--- src/rtl/hash_chain_ctrl.sv ---
module hash_chain_ctrl #(
  parameter longint unsigned MAX_MSG_BITS = 64'h1_0000_0000,
  parameter logic [95:0]     IV           = 96'h6E92_9774_29C3_42E3_2756_E9D8
) (
  input  logic         clk,
  input  logic         rst_n,
  input  logic         msg_valid,
  input  logic         msg_bit,
  output logic         msg_ready,
  input  logic         end_req,
  input  logic         rd_en,
  output logic         dig_ready,
  output logic         dig_bit,
  output logic         len_err,
  output logic         core_req,
  output logic         core_in,
  input  logic         core_ack,
  input  logic         core_out,
  input  logic         core_s,
  input  logic         core_r,
  input  logic         core_dflag,
  input  logic [3:0]   core_d,
  input  logic [39:0]  core_t,
  input  logic [319:0] gen_k
);
  localparam int CL = 96;
  localparam int FL = 64;
  localparam int NG = 10;
  localparam int KW = 32;
  localparam int DL = CL + FL;
  localparam int KB = 7 + 4 * NG;
  localparam int SW = KB + KW * NG;

  typedef enum logic [2:0] {PH_MSG, PH_CHN, PH_MIX, PH_SNAP, PH_FOLD, PH_DONE} phase_t;

  phase_t        ph;
  logic [CL-1:0] c;
  logic [FL-1:0] f;
  logic [6:0]    y;
  logic [5:0]    z;
  logic [7:0]    w;
  logic [8:0]    cnt, cnt_last, cnt_nx;
  logic          busy, op_in, snap_ld;
  logic [SW-1:0] snap_q, snap_vec;
  logic [32:0]   msg_cnt;
  logic [6:0]    y_nx;
  logic [7:0]    ysum, cidx;
  logic [5:0]    fidx;

  always_comb begin
    snap_vec = '0;
    snap_vec[6:0] = {core_d, core_dflag, core_r, core_s};
    snap_vec[KB-1:7] = core_t;
    for (int g = 0; g < NG; g++)
      snap_vec[KB + KW*g +: KW] = gen_k[KW*g +: KW] - KW'(6);
  end

  always_comb begin
    case (ph)
      PH_CHN:  cnt_last = 9'd31;
      PH_MIX:  cnt_last = 9'd63;
      PH_SNAP: cnt_last = 9'(SW - 1);
      default: cnt_last = 9'd63;
    endcase
  end

  assign cnt_nx    = (ph == PH_SNAP && cnt == 9'd1 && !snap_q[1]) ? 9'd3 : cnt + 9'd1;
  assign y_nx      = (y == 7'(CL - 1)) ? 7'd0 : y + 7'd1;
  assign ysum      = {1'b0, y} + w;
  assign cidx      = (ysum >= 8'(CL)) ? ysum - 8'(CL) : ysum;
  assign fidx      = z + w[5:0] + 6'd32;
  assign dig_bit   = (w < 8'(CL)) ? c[cidx[6:0]] : f[fidx];
  assign dig_ready = (ph == PH_DONE) && (w < 8'(DL));
  assign msg_ready = (ph == PH_MSG) && !busy;
  assign core_req  = busy;
  assign core_in   = op_in;

  always_ff @(posedge clk or negedge rst_n) begin
    if (!rst_n) begin
      ph <= PH_MSG;  c <= IV;  f <= '0;  y <= '0;  z <= '0;  w <= '0;
      cnt <= '0;  busy <= 1'b0;  op_in <= 1'b0;  snap_ld <= 1'b0;
      snap_q <= '0;  msg_cnt <= '0;  len_err <= 1'b0;
    end else if (!busy) begin
      case (ph)
        PH_MSG: begin
          if (msg_valid) begin
            busy  <= 1'b1;
            op_in <= msg_bit ^ c[y];
            if (!len_err) begin
              if (msg_cnt == MAX_MSG_BITS[32:0]) len_err <= 1'b1;
              else msg_cnt <= msg_cnt + 33'd1;
            end
          end else if (end_req) begin
            ph <= PH_CHN;  cnt <= '0;
          end
        end
        PH_CHN, PH_MIX: begin busy <= 1'b1; op_in <= c[y]; end
        PH_SNAP: begin
          if (snap_ld) begin snap_q <= snap_vec; snap_ld <= 1'b0; end
          else begin busy <= 1'b1; op_in <= snap_q[cnt] ^ f[z]; end
        end
        PH_FOLD: begin busy <= 1'b1; op_in <= f[z]; end
        PH_DONE: if (rd_en && w < 8'(DL)) w <= w + 8'd1;
        default: ;
      endcase
    end else if (core_ack) begin
      busy <= 1'b0;
      case (ph)
        PH_MSG, PH_CHN: begin c[y] <= core_out; y <= y_nx; end
        PH_MIX: begin c[y] <= core_out; f[z] <= core_out; y <= y_nx; z <= z + 6'd1; end
        default: begin f[z] <= core_out; z <= z + 6'd1; end
      endcase
      if (ph != PH_MSG) begin
        if (cnt == cnt_last) begin
          cnt <= '0;
          case (ph)
            PH_CHN:  ph <= PH_MIX;
            PH_MIX:  begin ph <= PH_SNAP; snap_ld <= 1'b1; end
            PH_SNAP: ph <= PH_FOLD;
            default: ph <= PH_DONE;
          endcase
        end else cnt <= cnt_nx;
      end
    end
  end

  assert_req_hold_R3: assert property (@(posedge clk) disable iff (!rst_n)
    core_req && !core_ack |=> core_req && $stable(core_in));
  assert_req_gap_R3: assert property (@(posedge clk) disable iff (!rst_n)
    core_req && core_ack |=> !core_req);
  assert_ptr_step_R2: assert property (@(posedge clk) disable iff (!rst_n)
    core_req && core_ack && ph == PH_MSG |=>
      y == (($past(y) == 7'(CL - 1)) ? 7'd0 : $past(y) + 7'd1));
  assert_end_ignored_R5: assert property (@(posedge clk) disable iff (!rst_n)
    end_req && busy && ph == PH_MSG |=> ph == PH_MSG);
  assert_early_read_R11: assert property (@(posedge clk) disable iff (!rst_n)
    rd_en && ph != PH_DONE |=> $stable(w));
  assert_dig_stable_R11: assert property (@(posedge clk) disable iff (!rst_n)
    dig_ready && !rd_en |=> $stable(dig_bit));
  assert_read_bound_R10: assert property (@(posedge clk) disable iff (!rst_n)
    w <= 8'(DL));
  assert_err_sticky_R12: assert property (@(posedge clk) disable iff (!rst_n)
    len_err |=> len_err);
endmodule

--- config.mk ---
export PLATFORM = sky130hd
export DESIGN_NAME = hash_chain_ctrl
export DESIGN_NICKNAME = d
export VERILOG_FILES = /design/src/rtl/hash_chain_ctrl.sv
export SDC_FILE = /design/constraint.sdc
export NUM_CORES = 2
export LEC_CHECK = 0
export BUFFER_PORTS_ARGS = -buffer_cell sky130_fd_sc_hd__clkbuf_2
export CAP_MARGIN = 20
export CORE_MARGIN = 5
export CORE_UTILIZATION = 60
export CTS_BUF_LIST = sky130_fd_sc_hd__clkbuf_4 sky130_fd_sc_hd__clkbuf_8
export CTS_CLUSTER_SIZE = 14
export DETAILED_ROUTE_END_ITERATION = 8
export HOLD_SLACK_MARGIN = 0.08
export PLACE_DENSITY = 0.81
export SYNTH_ARGS = -nofsm -noshare
export SYNTH_HDL_FRONTEND = slang
export SYNTH_SLANG_ARGS = --single-unit
--- constraint.sdc ---
create_clock -name clk -period 6.8 [get_ports clk]
set_clock_uncertainty 0.15 [all_clocks]
set_input_delay 1.36 -clock clk [delete_from_list [all_inputs] [get_ports clk]]
set_output_delay 1.36 -clock clk [all_outputs]
set_load 0.01 [all_outputs]
Word level (Yosys, flattened, before mapping) --
Cells that the tools add are included. Widths: inputs -> output; s select.
Storage, ports and cells: register bits after elaboration 597, output and inout bits 6, word-level logic and storage cells 145
Operators by class: add/sub/neg operators 19, order comparisons 10, equality and inequality tests 16, mux-type cells 52, bitwise gates (word level) 6, reduce and logical (&&, ||, !) cells 29
Operators by type and width (number):
- $sub 32x3->32 const B | 10
- $bwmux 96 | 1
- $mux 9 | 8
- $bwmux 64 | 1
- $add 33x1->33 const B | 1
- $eq 33x33->1 const B | 1
- $mux 1 | 22
- $mux 3 | 7
- $pmux 9 s2 | 1
- $lt 7x8->1 const B | 2
- $reduce_and 3->1 | 5
- $reduce_and 5->1 | 3
- $bmux 1 s7 | 2
- $lt 6x7->1 const B | 2
- $mux 7 | 2
- $bmux 1 s6 | 2
- $lt 9x10->1 const B | 1
- $add 9x1->9 const B | 1
- $bmux 1 s9 | 1
- $eq 9x1->1 const B | 1
- $eq 9x9->1 | 1
- $pmux 3 s3 | 1
- $add 7x8->8 | 1
- $add 8x1->8 const B | 1
- other kinds (32) | 54

Longest topological paths before layout --
depth after elaboration 8, mapped depth 13, mapped depth without buffers 12

Worst setup path before layout --
Ideal clock, no wire load.
path type flip-flop to output port, start point register z[0], end point output dig_bit, data arrival time 3.220 ns, path slack 2.070 ns, cell stages (with the launch flop) 9, path buffers 2, path through dfrtp_1 -> ha_1 -> clkbuf_1 -> buf_1 -> mux4_2 -> mux4_2 -> mux2_2 -> a211oi_1 -> a31oi_1
Between the ends: longest elaborated chain between the ends 5
Ends and longest elaborated chain:
- start, declared | line 40 | logic [5:0] z;
- start signal, assigned | line 110 | PH_MIX: begin c[y] <= core_out; f[z] <= core_out; y <= y_nx; z <= z + 6'd1; end
- start signal, assigned | line 111 | default: begin f[z] <= core_out; z <= z + 6'd1; end
- $add 6x6->6 (2 in series) | line 71 | assign fidx = z + w[5:0] + 6'd32;
- $bmux 1 s6 | line 72 | assign dig_bit = (w < 8'(CL)) ? c[cidx[6:0]] : f[fidx];
- $mux 1 (implied by the code) | line 72
- $mux 1 | line 72
- end, declared | line 13 | output logic dig_bit,
Every way passes these cells. The select of a mux whose other input is x is not followed.

Final worst setup path --
start point register z[2], end point output dig_bit
Same word-level chain as after synthesis.

==> results.yml <==
outcome:
  status: "complete, no violations"
drt:
  vias: 28090
  drt_iter0_markers: 2337
  via_per_inst: 6.062
  drtPass1Iterations: 6
  wl_per_cell_um: 20.58
  drtAntennaViolNets: 0
  drc: 0
  routed_wl_um: 95360
sta:
  finalCriticalPeriod_ns: 5.797
  slew_headroom: 0.3067
  setup_viol: 0
  rsz0062_at_grt: "false"
  max_freq_mhz: 172.5
  setup_tns_ns: 0
  worstMarginPinSlew_ns: 1.040
  fin_crit_sh: 0.8526
  drv_slew: 0
  hold_violations: 0
synthesis:
  synth_edf_count: 0
  ys_top_cells_by_area: "dfrtp_1 (40%), mux4_2 (10%), nand2_1 (7.6%), xnor2_1 (5.7%), o21ai_0 (4.4%)"
  synth_compound_area_frac: 0.1053
  yosys_warnings: 0
  syn_area_mm2: 0.03416
  synth_common_cells: "nand2_1 (689), dfrtp_1 (549), o21ai_0 (300)"
  synth.largest_area_cell: "dfrtp_1"
  yosysUniqueCellTypes: 77
  synthCells: 3486
  yosysMostFrequentCell: "nand2_1"
  avgSynthCellArea_um2: 9.799
  syn-num-nets: 3896
  ys_seq_elements: 597
  synth_adder_area_share: 0.01326
  synth_top_family_by_area: "simple AND/OR/NAND/NOR gates"
  synth-simple-area-share: 0.1837
  synthXorXnorAreaFrac: 0.08153
  async_flop_share: 1.000
  synth_top_area_share: 0.4022
  yosys_most_used_dff: "dfrtp_1"
  yosys-mux-area-fraction: 0.1506
  seq_area_frac_synth: 0.4391
worst_hold_path:
  hp-class: "flop to flop"
final_layout:
  drive_gt1_frac: 0.2402
  num-nets-final: 4203
  area_growth_pct: 13.49
  n_fill_cell: 4388
floorplanning:
  io_pins: 381
  dieWidth_um: 248.6
  design.die.area_mm2: 0.06180
  fp.coreArea_mm2: 0.05639
  start_util: 0.6058
  num_rows: 87
  die_h_um: 248.6
critical_path:
  worstPathArrival_ns: 4.29
  cp.required_ns: 5.29
  cp-start-kind: "flop"
  crit_type: "flop to output port"
  crit_fanout: 30
  end_kind: "output port"
cts:
  clkTransAtPathRegs_ns: 0.06
  cts_max_level: 3
  clock_latency_ns: 0.72
  hold_buffers: 0
  cts_tree: "done"
  cts_resized: 0
  numCtsBuffers: 98
  cts_setup_buffers: 0
  clockRootBuffer: "clkbuf_8"
  numClockSinks: 597
  cts_max_path_buffers: 3
global_routing:
  grt_max_degree: 255
  grt_overflow: 0
  grt.total_usage: 0.3028
  grt_first_pass_wirelength_um: 152100
  antenna_found_initial: 12
  first_global_vias: 28090
power:
  power_leakage_nw: 16.34
  powerDensity_mw_per_mm2: 358.4
  ir_worst_vdd_mv: 0.2201
  p_total_mw: 13.90
placement:
  place_congestion: 0.9540
  hpwl_um: 67690
  io_buffers: 380
job:
  timing.max_cap.violations: 0
-- metrics by stage --
stage               utilization  hold WS [ns]  instance area [um^2]  std cells  worst slack, ns
floorplan                     -        0.2840                 34160       3486            2.070
global placement         0.6481        0.3027                 36540       4446            1.705
detailed placement       0.6481        0.3085                 36540       4446            1.674
CTS                      0.6860        0.3200                 38680       4624           0.9076
global route             0.6875        0.3413                 38770       4634           0.7337
finish                   0.6875        0.3177                 38770       4634            1.003
-- registers in the layout (all words and copies together) (netlist names) --
name / cells
cnt: 9
y: 7
c: 96
ph: 3
z: 6
core_req: 1
snap_q: 367
msg_cnt: 33
w: 8
len_err: 1
f: 64
core_in: 1
snap_ld: 1
-- power breakdown --
part | switching, mW | leakage, nW | internal [mW] | total [mW]
sequential | 0.871 | 6.89 | 4.73 | 5.60
clock | 1.51 | 1.13 | 1.87 | 3.38
combinational | 2.59 | 8.32 | 2.33 | 4.92
total | 4.97 | 16.3 | 8.92 | 13.9
-- routing by layer --
metal  up-vias  GRT usage  routed length, um
met3       228    0.08286               8547
met4        10     0.1020               2978
li1      13070          -                  -
met2      1167     0.4860              45700
met5         -          0                 67
met1     13620     0.4041              38070
-- cell families after synthesis --
logic type,after synthesis
simple gates,1385
compound gates,617
flops,597
xor+xnor,318
mux,304
buf+inv,230
fa+ha+maj,35
-- placed cells by master (no fill, tap or decap), types with 8 or more instances in the layout --
cell and instances:
ha_1 33, nand4_1 21, xnor2_1 222, a211oi_1 12, o31ai_1 55, clkbuf_4 27, or3_1 37, nor3_1 91
clkinv_2 15, mux4_2 158, nor4_1 65, xor2_1 96, nand3_1 59, a31oi_1 43, dfrtp_1 544, a21oi_1 38
mux2i_1 45, or4_1 38, mux2_2 99, nor2b_1 29, and3_1 17, a21o_1 11, o21ai_0 300, o21ai_1 82
dfstp_2 48, clkbuf_8 127, a221oi_1 9, nor3b_1 8, inv_1 22, nor2_1 253, clkbuf_2 379, a22oi_1 12
nand3b_1 14, nand2b_1 21, nand2_1 688, buf_4 25
-- worst max-delay path, cell delays in order, from the launching register on --
cell	delay, ns
dfrtp_1	0.37
buf_4	0.24
ha_1	0.35
inv_1	0.06
fa_1	0.45
xor2_1	0.57
mux4_2	0.61
mux2_2	0.29
a211oi_1	0.39
a31oi_1	0.13
clkbuf_2	0.16
-- path summary, 6_finish.rpt --
path	startpoint	end	slack [ns]	cells after the start
max reg2reg	cnt[0]	core_in	2.50	9
min reg2reg	msg_cnt[32]	msg_cnt[32]	0.32	1
min in group asynchronous	rst_n	c[53]	0.60	1
max in group asynchronous	rst_n	cnt[1]	4.40	2
max	z[2]	dig_bit	1.00	10
min	msg_cnt[32]	msg_cnt[32]	0.32	1
-- final cells by class --
class                      count  area [um^2]  share of cell area
inverter                      25        93.84            0.002421
clock inverter                24        186.4            0.004809
timing repair buffer         412         2250             0.05803
tap                          756        945.9             0.02440
antenna                        7        17.52           0.0004518
sequential                   597        15010              0.3872
clock buffer                 154         1951             0.05031
multi-input combinational   2659        18310              0.4724
No activity file was read; power rests on OpenSTA's default activity.
